## config.mk

```make
export PLATFORM = sky130hd
export DESIGN_NAME = bus_clk_startup_seq
export DESIGN_NICKNAME = d
export VERILOG_FILES = /design/src/rtl/bcs_pkg.sv /design/src/rtl/bcs_rst_sync.sv /design/src/rtl/bcs_delay_cnt.sv /design/src/rtl/bcs_phase_div.sv /design/src/rtl/bcs_ctrl_fsm.sv /design/src/rtl/bus_clk_startup_seq.sv
export SDC_FILE = /design/constraint.sdc
export NUM_CORES = 1
export LEC_CHECK = 0
export CAP_MARGIN = 20
export CORE_MARGIN = 10
export CORE_UTILIZATION = 35
export DETAILED_ROUTE_END_ITERATION = 6
export GPL_ROUTABILITY_DRIVEN = 0
export REMOVE_ABC_BUFFERS = 1
export SLEW_MARGIN = 20
export SYNTH_ARGS = -nofsm -noshare
export SYNTH_HDL_FRONTEND = slang
export SYNTH_SLANG_ARGS = --single-unit
export TNS_END_PERCENT = 30
```

## constraint.sdc

```tcl
create_clock -name osc_clk -period 3.3 [get_ports osc_clk]
set_clock_uncertainty 0.1 [all_clocks]
set_input_delay 0.495 -clock osc_clk [delete_from_list [all_inputs] [get_ports osc_clk]]
set_output_delay 0.495 -clock osc_clk [all_outputs]
set_load 0.02 [all_outputs]
```

## src/rtl/bcs_pkg.sv

```systemverilog
package bcs_pkg;
  typedef enum logic [2:0] {
    SEQ_POR   = 3'd0,
    SEQ_RUN   = 3'd1,
    SEQ_WAIT  = 3'd2,
    SEQ_STOP  = 3'd3,
    SEQ_RECOV = 3'd4
  } seq_state_e;

  function automatic int unsigned max3(input int unsigned a, input int unsigned b,
                                       input int unsigned c);
    int unsigned m;
    m = (a > b) ? a : b;
    return (m > c) ? m : c;
  endfunction
endpackage

```

## src/rtl/bcs_rst_sync.sv

```systemverilog
module bcs_rst_sync #(
  parameter int unsigned STAGES = 2
) (
  input  logic clk,
  input  logic arst_n,
  output logic rst_n
);
  logic [STAGES-1:0] sync_q;
  logic [STAGES-1:0] sync_d;

  always_comb begin
    sync_d = {sync_q[STAGES-2:0], 1'b1};
  end

  always_ff @(posedge clk or negedge arst_n) begin
    if (!arst_n) sync_q <= '0;
    else         sync_q <= sync_d;
  end

  assign rst_n = sync_q[STAGES-1];
endmodule

```

## src/rtl/bcs_delay_cnt.sv

```systemverilog
module bcs_delay_cnt #(
  parameter int unsigned POR_CYCLES   = 4096,
  parameter int unsigned LONG_CYCLES  = 4096,
  parameter int unsigned SHORT_CYCLES = 32,
  parameter int unsigned CW           = 13
) (
  input  logic clk,
  input  logic rst_n,
  input  logic inc,
  input  logic clr,
  input  logic pick_por,
  input  logic pick_short,
  output logic done
);
  localparam logic [CW-1:0] POR_LAST   = CW'(POR_CYCLES - 1);
  localparam logic [CW-1:0] LONG_LAST  = CW'(LONG_CYCLES - 1);
  localparam logic [CW-1:0] SHORT_LAST = CW'(SHORT_CYCLES - 1);

  logic [CW-1:0] cnt_q;
  logic [CW-1:0] cnt_d;
  logic [CW-1:0] tgt_last;

  always_comb begin
    if (pick_por)        tgt_last = POR_LAST;
    else if (pick_short) tgt_last = SHORT_LAST;
    else                 tgt_last = LONG_LAST;
  end

  assign done = inc && (cnt_q == tgt_last);

  always_comb begin
    cnt_d = cnt_q;
    if (clr)       cnt_d = '0;
    else if (inc)  cnt_d = done ? '0 : cnt_q + 1'b1;
  end

  always_ff @(posedge clk or negedge rst_n) begin
    if (!rst_n) cnt_q <= '0;
    else        cnt_q <= cnt_d;
  end

  // the count never passes the selected time-out
  assert_cnt_bound_R5: assert property (@(posedge clk) disable iff (!rst_n)
    inc |-> (cnt_q <= tgt_last));
  // a cleared counter restarts from zero
  assert_cnt_cleared_R1: assert property (@(posedge clk) disable iff (!rst_n)
    clr |=> (cnt_q == '0));
endmodule

```

## src/rtl/bcs_phase_div.sv

```systemverilog
module bcs_phase_div #(
  parameter int unsigned DIV_RATIO = 4
) (
  input  logic clk,
  input  logic rst_n,
  input  logic run,
  output logic boundary
);
  localparam int unsigned PW = (DIV_RATIO > 2) ? $clog2(DIV_RATIO) : 1;
  localparam logic [PW-1:0] PH_LAST = PW'(DIV_RATIO - 1);

  logic [PW-1:0] ph_q;
  logic [PW-1:0] ph_d;

  assign boundary = run && (ph_q == PH_LAST);

  always_comb begin
    if (!run)          ph_d = '0;
    else if (boundary) ph_d = '0;
    else               ph_d = ph_q + 1'b1;
  end

  always_ff @(posedge clk or negedge rst_n) begin
    if (!rst_n) ph_q <= '0;
    else        ph_q <= ph_d;
  end

  // the phase wraps to zero after each boundary
  assert_phase_wrap_R3: assert property (@(posedge clk) disable iff (!rst_n)
    boundary |=> (ph_q == '0));
  // a stopped divider sits at phase zero
  assert_phase_idle_R2: assert property (@(posedge clk) disable iff (!rst_n)
    !run |=> (ph_q == '0));
endmodule

```

## src/rtl/bcs_ctrl_fsm.sv

```systemverilog
module bcs_ctrl_fsm
  import bcs_pkg::*;
(
  input  logic       clk,
  input  logic       rst_n,
  input  logic       stop_req,
  input  logic       wait_req,
  input  logic       wake_evt,
  input  logic       short_sel,
  input  logic       boundary,
  input  logic       cnt_done,
  output seq_state_e state,
  output logic       cnt_inc,
  output logic       cnt_clr,
  output logic       pick_por,
  output logic       pick_short,
  output logic       ph_run
);
  seq_state_e st_q;
  seq_state_e st_d;
  logic       sel_q;
  logic       sel_load;

  always_comb begin
    st_d     = st_q;
    sel_load = 1'b0;
    unique case (st_q)
      SEQ_POR:   if (cnt_done) st_d = SEQ_RUN;
      SEQ_RUN: begin
        if (boundary && stop_req) begin
          st_d     = SEQ_STOP;
          sel_load = 1'b1;
        end else if (boundary && wait_req) begin
          st_d = SEQ_WAIT;
        end
      end
      SEQ_WAIT:  if (boundary && wake_evt) st_d = SEQ_RUN;
      SEQ_STOP:  if (wake_evt) st_d = SEQ_RECOV;
      SEQ_RECOV: if (cnt_done) st_d = SEQ_RUN;
      default:   st_d = SEQ_POR;
    endcase
  end

  always_ff @(posedge clk or negedge rst_n) begin
    if (!rst_n) st_q <= SEQ_POR;
    else        st_q <= st_d;
  end

  always_ff @(posedge clk or negedge rst_n) begin
    if (!rst_n)        sel_q <= 1'b0;
    else if (sel_load) sel_q <= short_sel;
  end

  assign state      = st_q;
  assign cnt_inc    = (st_q == SEQ_POR) || (st_q == SEQ_RECOV);
  assign cnt_clr    = !cnt_inc;
  assign pick_por   = (st_q == SEQ_POR);
  assign pick_short = sel_q;
  assign ph_run     = (st_q == SEQ_RUN) || (st_q == SEQ_WAIT);

  // a boundary stop request enters stop
  assert_stop_entry_R4: assert property (@(posedge clk) disable iff (!rst_n)
    (st_q == SEQ_RUN && boundary && stop_req) |=> (st_q == SEQ_STOP));
  // the captured delay choice holds while parked or recovering
  assert_sel_hold_R6: assert property (@(posedge clk) disable iff (!rst_n)
    (st_q == SEQ_STOP || st_q == SEQ_RECOV) |=> $stable(sel_q));
  // recovery only ends through the counter
  assert_recov_exit_R11: assert property (@(posedge clk) disable iff (!rst_n)
    (st_q == SEQ_RECOV && !cnt_done) |=> (st_q == SEQ_RECOV));
  // wait ends only on a boundary with a wake event
  assert_wait_exit_R8: assert property (@(posedge clk) disable iff (!rst_n)
    (st_q == SEQ_WAIT && !(boundary && wake_evt)) |=> (st_q == SEQ_WAIT));
endmodule

```

## src/rtl/bus_clk_startup_seq.sv

```systemverilog
module bus_clk_startup_seq
  import bcs_pkg::*;
#(
  parameter int unsigned DIV_RATIO         = 4,
  parameter int unsigned POR_CYCLES        = 4096,
  parameter int unsigned LONG_STOP_CYCLES  = 4096,
  parameter int unsigned SHORT_STOP_CYCLES = 32,
  parameter int unsigned SYNC_STAGES       = 2
) (
  input  logic osc_clk,
  input  logic por_n,
  input  logic stop_req,
  input  logic wait_req,
  input  logic wake_evt,
  input  logic short_dly_sel,
  output logic cpu_clk_en,
  output logic per_clk_en,
  output logic rst_pin_n
);
  localparam int unsigned MAX_CYCLES = max3(POR_CYCLES, LONG_STOP_CYCLES, SHORT_STOP_CYCLES);
  localparam int unsigned CNT_W      = $clog2(MAX_CYCLES + 1);

  logic       rst_n;
  seq_state_e state;
  logic       cnt_inc;
  logic       cnt_clr;
  logic       pick_por;
  logic       pick_short;
  logic       cnt_done;
  logic       ph_run;
  logic       boundary;

  bcs_rst_sync #(.STAGES(SYNC_STAGES)) u_sync (
    .clk    (osc_clk),
    .arst_n (por_n),
    .rst_n  (rst_n)
  );

  bcs_delay_cnt #(
    .POR_CYCLES   (POR_CYCLES),
    .LONG_CYCLES  (LONG_STOP_CYCLES),
    .SHORT_CYCLES (SHORT_STOP_CYCLES),
    .CW           (CNT_W)
  ) u_cnt (
    .clk        (osc_clk),
    .rst_n      (rst_n),
    .inc        (cnt_inc),
    .clr        (cnt_clr),
    .pick_por   (pick_por),
    .pick_short (pick_short),
    .done       (cnt_done)
  );

  bcs_phase_div #(.DIV_RATIO(DIV_RATIO)) u_div (
    .clk      (osc_clk),
    .rst_n    (rst_n),
    .run      (ph_run),
    .boundary (boundary)
  );

  bcs_ctrl_fsm u_fsm (
    .clk        (osc_clk),
    .rst_n      (rst_n),
    .stop_req   (stop_req),
    .wait_req   (wait_req),
    .wake_evt   (wake_evt),
    .short_sel  (short_dly_sel),
    .boundary   (boundary),
    .cnt_done   (cnt_done),
    .state      (state),
    .cnt_inc    (cnt_inc),
    .cnt_clr    (cnt_clr),
    .pick_por   (pick_por),
    .pick_short (pick_short),
    .ph_run     (ph_run)
  );

  assign per_clk_en = boundary;
  assign cpu_clk_en = boundary && (state == SEQ_RUN);
  assign rst_pin_n  = (state != SEQ_POR);

  // no bus enable while the reset output is low
  assert_quiet_in_por_R1: assert property (@(posedge osc_clk) disable iff (!rst_n)
    !rst_pin_n |-> (!per_clk_en && !cpu_clk_en));
  // the processor enable is never on without the peripheral enable
  assert_cpu_in_per_R7: assert property (@(posedge osc_clk) disable iff (!rst_n)
    cpu_clk_en |-> per_clk_en);
  // an enable pulse lasts a single oscillator cycle
  assert_pulse_width_R3: assert property (@(posedge osc_clk) disable iff (!rst_n)
    per_clk_en |=> !per_clk_en);
  // stop never drives the reset output
  assert_rst_stop_R10: assert property (@(posedge osc_clk) disable iff (!rst_n)
    (state == SEQ_STOP || state == SEQ_RECOV) |-> rst_pin_n);
endmodule

```

==> results of run 1 <==
==> report_power, final <==
part | switching (W) | internal (W) | total, W | leakage (nW)
clock network | 0.0000730 | 0.0000471 | 0.000120 | 0.0150
registers | 0.0000693 | 0.000311 | 0.000380 | 0.279
logic | 0.000160 | 0.000132 | 0.000292 | 0.167
==> cells in the final DEF (no fill, tap or decap), types with 2 or more instances in the layout <==
master / n
sky130_fd_sc_hd__clkbuf_4: 3
sky130_fd_sc_hd__nand2_1: 7
sky130_fd_sc_hd__mux2i_1: 2
sky130_fd_sc_hd__clkdlybuf4s50_1: 8
sky130_fd_sc_hd__ha_1: 2
sky130_fd_sc_hd__xor2_1: 2
sky130_fd_sc_hd__nand3_1: 4
sky130_fd_sc_hd__nor3_1: 11
sky130_fd_sc_hd__xnor2_1: 9
sky130_fd_sc_hd__nand4_1: 3
sky130_fd_sc_hd__nor2_1: 10
sky130_fd_sc_hd__and2_1: 2
sky130_fd_sc_hd__inv_1: 2
sky130_fd_sc_hd__dfrtp_1: 21
sky130_fd_sc_hd__nor4_1: 4
sky130_fd_sc_hd__a21oi_1: 2
==> per-stage QoR <==
step                      total power, W   util
final                           0.000792  0.415
after global routing            0.000860  0.415
after CTS                       0.000804  0.415
after detailed placement        0.000678  0.405
after global placement          0.000670  0.405
after floorplan                 0.000583      -
==> path summary, 6_finish.rpt <==
| check | slack, ps | cells past startpoint | to | startpoint |
|---|---|---|---|---|
| worst max-delay path | 870 | 3 | cpu_clk_en | u_fsm.state[1]$_DFFE_PN0P_ |
| max in group asynchronous | 2390 | 0 | u_cnt.cnt_q[2]$_DFF_PN0_ | u_sync.sync_q[1]$_DFF_PN0_ |
| worst max register to register | 1230 | 4 | u_fsm.state[2]$_DFFE_PN0P_ | u_fsm.state[0]$_DFFE_PN0P_ |
| worst min register to register | 230 | 0 | u_fsm.state[2]$_DFFE_PN0P_ | u_sync.sync_q[1]$_DFF_PN0_ |
| min in group osc_clk | 270 | 0 | u_sync.sync_q[1]$_DFF_PN0_ | u_sync.sync_q[0]$_DFF_PN0_ |
| worst min-delay path | 230 | 0 | u_fsm.state[2]$_DFFE_PN0P_ | u_sync.sync_q[1]$_DFF_PN0_ |
==> registers in the layout (all words and copies together) (netlist names) <==
register	count
u_sync.sync_q	2
u_fsm.state	3
u_cnt.cnt_q	13
u_div.ph_q	2
u_fsm.pick_short	1
==> critical path, stage by stage, from the launching register on <==
cell and delay (ps):
sky130_fd_sc_hd__dfrtp_1 480, sky130_fd_sc_hd__and2b_2 270, sky130_fd_sc_hd__and3b_1 180, sky130_fd_sc_hd__clkdlybuf4s50_1 610
==> routing by layer <==
metal	up-vias	track usage
met2	11	0.110
met5	-	0
met1	331	0.0904
li1	365	-
met3	0	0.0346
met4	0	0.0122
==> area by class of cell <==
type	count	area, um^2	share of cell area
timing repair buffer	8	80.1	0.0694
sequential	21	526	0.456
clock buffer	4	26.3	0.0228
inverter	2	7.51	0.00651
tap	31	38.8	0.0336
multi-input combinational	73	475	0.412
==> kinds of logic after synthesis <==
group / share of synthesized area
and+or+nand+nor: 0.239
DFF: 0.510
xor gates and xnor gates: 0.0935
AOI/OAI and AO/OA: 0.0704
buffers and inverters: 0.0291
muxes: 0.0303
adders and majority gates: 0.0243
other: 0.00364
==> impl_table.tex, run 1 <==
\begin{tabular}{lr}
\hline
Metric & Value \\
\hline
\multicolumn{2}{l}{\textbf{Global routing}} \\
Global-route total usage across every layer & 0.0715 \\
GRT overflow & 0 \\
Maximum number of pins on one net before global-route repair & 20 \\
First-pass GRT wire length & 3.17 mm \\
Vias in the first global route & 728 \\
Antenna violations before repair & 0 \\
\multicolumn{2}{l}{\textbf{Floorplan}} \\
Total die area & 5520 um\^{}2 \\
Core region area & 2780 um\^{}2 \\
Die width & 74.3 um \\
Initial cell density of the core & 0.371 \\
Vert. Die Dim & 74.3 um \\
Top-level I/O count & 9 \\
Standard-cell row count & 19 \\
\multicolumn{2}{l}{\textbf{Timing}} \\
Min cycle time layout & 2430 ps \\
Worst hold margin & 229 ps \\
RSZ-0062 raised after global routing & no \\
Post-layout worst setup margin & 875 ps \\
Setup-failing EPs final & 0 \\
Fraction of the cycle the final worst path needs & 0.735 \\
Worst relative slew slack & 0.480 \\
Worst-margin pin slew & 779 ps \\
Hold violation total from the final report & 0 \\
Final total negative setup slack & 0 ps \\
Highest clock frequency the design can meet & 412 MHz \\
Pins over their slew limit & 0 \\
\multicolumn{2}{l}{\textbf{Route}} \\
Number of detailed-routing iterations run before antenna repair & 4 \\
Met1 routed wirelength after detailed routing & 911 um \\
Number of remaining DRC errors & 0 \\
Average wire per cell in the routed design & 13.2 um \\
Count of routing violations after the opening detailed-route iteration & 50 \\
ANT nets after route & 0 \\
Detail Route met2 WL & 819 um \\
DR vias/cell & 5.09 \\
Highest routed layer & met3 \\
Routed WL & 1.84 mm \\
Detailed-route via count & 707 \\
Wire length on met3 & 108 um \\
\multicolumn{2}{l}{\textbf{Logic synthesis}} \\
Cell Area, Synth & 1030 um\^{}2 \\
Post-synth cell types & 32 \\
Post-Synthesis Cells & 99 \\
Sequential share of the synthesized area & 0.510 \\
List of most frequent post-synthesis cells & sky130\_fd\_sc\_hd\_\_dfrtp\_1 (21), sky130\_fd\_sc\_hd\_\_nor3\_1 (11), sky130\_fd\_sc\_hd\_\_nor2\_1 (10) \\
Most repeated cell in the gate-level netlist after synthesis & sky130\_fd\_sc\_hd\_\_dfrtp\_1 \\
Total of flip-flops plus latches after synthesis & 21 \\
Avg Cell Area, Syn & 10.4 um\^{}2 \\
Largest cells by area after synthesis & sky130\_fd\_sc\_hd\_\_dfrtp\_1 (51\%), sky130\_fd\_sc\_hd\_\_xnor2\_1 (7.6\%), sky130\_fd\_sc\_hd\_\_nor3\_1 (5.3\%), sky130\_fd\_sc\_hd\_\_nor2\_1 (3.6\%), sky130\_fd\_sc\_hd\_\_nand2\_1 (2.5\%) \\
Number of enable-type register cells in the synthesized netlist & 0 \\
Synth async-reset ratio & 1.00 \\
Library cell occupying the most area in the post-synthesis netlist & sky130\_fd\_sc\_hd\_\_dfrtp\_1 \\
Flip-flop cell with the highest count after synthesis & sky130\_fd\_sc\_hd\_\_dfrtp\_1 \\
Share of Yosys cell area claimed by the top area cell type & 0.510 \\
Count of synthesis-stage warnings from yosys & 0 \\
\multicolumn{2}{l}{\textbf{Finish}} \\
Share of cells above drive strength 1 & 0.0741 \\
Finished Layout Cells & 139 \\
Total inserted antenna cells & 0 \\
Fillers & 271 \\
Post-layout instance area & 1150 um\^{}2 \\
Growth of design area from synthesis to finish & 11.9\% \\
Fin nets & 117 \\
\multicolumn{2}{l}{\textbf{Clock network}} \\
Number of gates resized after CTS & 0 \\
Bufs on Longest Clock Path & 2 \\
Clock slew at reported path FFs & 110 ps \\
Clock sink count & 21 \\
Worst skew pair latency & 300 ps \\
Hold-fix buffers, CTS & 0 \\
H-Tree Level Count & 1 \\
TritonCTS clock tree & done \\
Post CTS Setup Buffer Count & 0 \\
Number of buffers created by CTS & 3 \\
Root Buffer & sky130\_fd\_sc\_hd\_\_clkbuf\_4 \\
\multicolumn{2}{l}{\textbf{Job}} \\
Max-capacitance violation count & 0 \\
\multicolumn{2}{l}{\textbf{Worst setup path}} \\
Worst path arrival time & 1830 ps \\
Critical setup path kind & reg2out \\
CP max FO & 8 \\
Worst path required time & 2700 ps \\
Category of the worst setup path launch point & register \\
Critical path capture point type & output pin \\
\multicolumn{2}{l}{\textbf{Worst hold path}} \\
Class of the most critical hold timing path & reg2async \\
\multicolumn{2}{l}{\textbf{Power}} \\
Leakage & 0.461 nW \\
Power density over cell area & 687 nW/um\^{}2 \\
Peak supply drop & 0.486 mV \\
\multicolumn{2}{l}{\textbf{Place}} \\
Detailed Place HPWL & 1.34 mm \\
Placed Instances & 135 \\
Worst slack, placed & 1220 ps \\
Placed cell areas & 1130 um\^{}2 \\
Count of input and output buffers & 8 \\
\multicolumn{2}{l}{\textbf{Outcome}} \\
Result of the run & completed \\
\hline
\end{tabular}
Note: power is estimated with default switching activity, not from simulation.
==> run 2: changes to the inputs <==
==> constraint.sdc (replaced) <==
create_clock -name osc_clk -period 2.4 [get_ports osc_clk]
set_clock_uncertainty 0.1 [all_clocks]
set_input_delay 0.36 -clock osc_clk [delete_from_list [all_inputs] [get_ports osc_clk]]
set_output_delay 0.36 -clock osc_clk [all_outputs]
set_load 0.02 [all_outputs]
==> impl_table.tex, run 2 (synthesis gave the netlist of run 1 again) <==
\begin{tabular}{lr}
\hline
Metric & Value \\
\hline
\multicolumn{2}{l}{\textbf{Outcome}} \\
Result of the run & completed \\
\multicolumn{2}{l}{\textbf{Floorplan}} \\
Initial cell density of the core & 0.371 (unchanged) \\
Vert. Die Dim & 74.3 um (unchanged) \\
Core region area & 2780 um\^{}2 (unchanged) \\
Standard-cell row count & 19 (unchanged) \\
Die width & 74.3 um (unchanged) \\
Total die area & 5520 um\^{}2 (unchanged) \\
Top-level I/O count & 9 (unchanged) \\
\multicolumn{2}{l}{\textbf{Timing}} \\
Pins over their slew limit & 0 (unchanged) \\
Worst relative slew slack & 0.489 (+0.00850) \\
Post-layout worst setup margin & 103 ps (-772 ps) \\
Worst hold margin & 95.2 ps (-134 ps) \\
Final total negative setup slack & 0 ps (unchanged) \\
Worst-margin pin slew & 767 ps (-12.7 ps) \\
Setup-failing EPs final & 0 (unchanged) \\
Min cycle time layout & 2300 ps \\
RSZ-0062 raised after global routing & no \\
Hold violation total from the final report & 0 (unchanged) \\
Fraction of the cycle the final worst path needs & 0.957 \\
Highest clock frequency the design can meet & 435 MHz \\
\multicolumn{2}{l}{\textbf{Finish}} \\
Fin nets & 117 (unchanged) \\
Number of flip-flops in the largest register & 13 (unchanged) \\
Fillers & 282 (+4.1\%) \\
Most frequent standard cell in the layout excluding fill and tap cells & sky130\_fd\_sc\_hd\_\_dfrtp\_1 \\
Biggest register & u\_cnt.cnt\_q \\
Growth of design area from synthesis to finish & 12.3\% \\
Most frequent cells in the layout & sky130\_fd\_sc\_hd\_\_dfrtp\_1 (21), sky130\_fd\_sc\_hd\_\_nor3\_1 (11), sky130\_fd\_sc\_hd\_\_nor2\_1 (10), sky130\_fd\_sc\_hd\_\_xnor2\_1 (9), sky130\_fd\_sc\_hd\_\_clkdlybuf4s50\_1 (8) \\
Total inserted antenna cells & 0 (unchanged) \\
Share of cells above drive strength 1 & 0.0833 (+0.00926) \\
\multicolumn{2}{l}{\textbf{Global routing}} \\
Maximum number of pins on one net before global-route repair & 20 (unchanged) \\
Global-route total usage across every layer & 0.0716 (about the same) \\
M3 GR Usage & 0.0226 (-0.0120) \\
First-pass GRT wire length & 3.30 mm (+4.1\%) \\
Global-route met1 utilization & 0.0859 (-0.00454) \\
Top Usage Layer GRT & met2 \\
Antenna violations before repair & 0 (unchanged) \\
GRT overflow & 0 (unchanged) \\
Vias in the first global route & 771 (+5.9\%) \\
Global Route met2 Usage & 0.124 (+0.0142) \\
\multicolumn{2}{l}{\textbf{Place}} \\
Count of input and output buffers & 8 (unchanged) \\
Worst slack, placed & 340 ps (-878 ps) \\
Detailed Place HPWL & 1.34 mm (+0.38\%) \\
\multicolumn{2}{l}{\textbf{Clock network}} \\
Number of gates resized after CTS & 0 (unchanged) \\
Hold-fix buffers, CTS & 0 (unchanged) \\
H-Tree Level Count & 1 (unchanged) \\
Clock sink count & 21 (unchanged) \\
TritonCTS clock tree & done \\
Clock slew at reported path FFs & 130 ps (+20 ps) \\
Number of buffers created by CTS & 3 (unchanged) \\
Bufs on Longest Clock Path & 2 (unchanged) \\
Root Buffer & sky130\_fd\_sc\_hd\_\_clkbuf\_4 \\
Worst skew pair latency & 300 ps (about the same) \\
Post CTS Setup Buffer Count & 0 (unchanged) \\
\multicolumn{2}{l}{\textbf{Worst hold path}} \\
Class of the most critical hold timing path & in2async \\
\multicolumn{2}{l}{\textbf{Route}} \\
Number of remaining DRC errors & 0 (unchanged) \\
Average wire per cell in the routed design & 12.9 um (-2.1\%) \\
DR vias/cell & 5.12 (+0.57\%) \\
Detailed-route via count & 711 (+0.57\%) \\
ANT nets after route & 0 (unchanged) \\
Count of routing violations after the opening detailed-route iteration & 12 (-76\%) \\
Routed WL & 1.80 mm (-2.1\%) \\
Number of detailed-routing iterations run before antenna repair & 4 (unchanged) \\
\multicolumn{2}{l}{\textbf{Power}} \\
Peak supply drop & 0.687 mV (+41\%) \\
Power density over cell area & 939 nW/um\^{}2 (+37\%) \\
Leakage & 0.460 nW (-0.22\%) \\
\multicolumn{2}{l}{\textbf{Job}} \\
Max-capacitance violation count & 0 (unchanged) \\
\multicolumn{2}{l}{\textbf{Worst setup path}} \\
Worst path arrival time & 1840 ps (about the same) \\
Critical setup path kind & reg2out \\
Worst-path cell chain & and2b\_2 -> and3b\_1 -> clkdlybuf4s50\_1 \\
Critical path capture point type & output pin \\
Max stage delay on crit path & 610 ps (about the same) \\
Category of the worst setup path launch point & register \\
Master of the slowest instance on the critical path & sky130\_fd\_sc\_hd\_\_clkdlybuf4s50\_1 \\
CP max FO & 8 (unchanged) \\
Worst path required time & 1940 ps (-760 ps) \\
\hline
\end{tabular}
==> run 2: cell count changes in the layout (fill, tap and decap cells not counted) <==
cell                         change
sky130_fd_sc_hd__clkinvlp_4      +1
sky130_fd_sc_hd__clkbuf_1        -1
==> run 2: final cells by class <==
| class | count | area [um^2] | area share |
|---|---|---|---|
| inverters | 2 | 7.51 | 0.00649 |
| clock buffers | 3 | 22.5 | 0.0195 |
| clock inverters | 1 | 7.51 | 0.00649 |
| repair buffers | 8 | 80.1 | 0.0692 |
| multi-input cells | 73 | 475 | 0.411 |
| flip-flops and latches | 21 | 526 | 0.454 |
| well taps | 31 | 38.8 | 0.0335 |
==> run 2: layer usage <==
metal | wire [um] | part of all wire
met5 | 0 | 0
met4 | 0 | 0
met3 | 75 | 0.042
met2 | 865 | 0.48
met1 | 859 | 0.48
==> run 2: metrics by stage <==
stage / area, um^2 / power [W] / util / cells
after global routing: 1160 / 0.00119 / 0.416 / 139
final: 1160 / 0.00109 / 0.416 / 139
after detailed placement: 1130 / 0.000926 / 0.405 / 135
after floorplan: 1010 / 0.000802 / - / 96
after CTS: 1160 / 0.00110 / 0.416 / 139
after global placement: 1130 / 0.000924 / 0.405 / 135
==> run 2: path summary, 6_finish.rpt <==
path | from | end | slack, ps | depth (start not counted)
hold / removal | por_n | u_sync.sync_q[1]$_DFF_PN0_ | 100 | 1
setup reg to reg | u_fsm.state[0]$_DFFE_PN0P_ | u_fsm.state[2]$_DFFE_PN0P_ | 340 | 4
setup / recovery | u_fsm.state[1]$_DFFE_PN0P_ | cpu_clk_en | 100 | 3
min in group osc_clk | u_sync.sync_q[0]$_DFF_PN0_ | u_sync.sync_q[1]$_DFF_PN0_ | 270 | 0
hold reg to reg | u_sync.sync_q[1]$_DFF_PN0_ | u_cnt.cnt_q[1]$_DFF_PN0_ | 230 | 0
max in group asynchronous | u_sync.sync_q[1]$_DFF_PN0_ | u_cnt.cnt_q[10]$_DFF_PN0_ | 1490 | 0
==> run 2: power breakdown <==
part	switching (W)	internal, W	leakage [nW]	total [W]
logic	0.000211	0.000181	0.167	0.000392
registers	0.0000924	0.000427	0.279	0.000520
clock network	0.000111	0.0000633	0.0139	0.000175
total	0.000415	0.000671	0.460	0.00109
==> run 2: worst max-delay path, delay by kind of cell, from the launching register on <==
| family | cells | cell delay, ps |
|---|---|---|
| AND/OR/NAND/NOR | 2 | 450 |
| flip-flops | 1 | 480 |
| buffers and inverters | 1 | 610 |
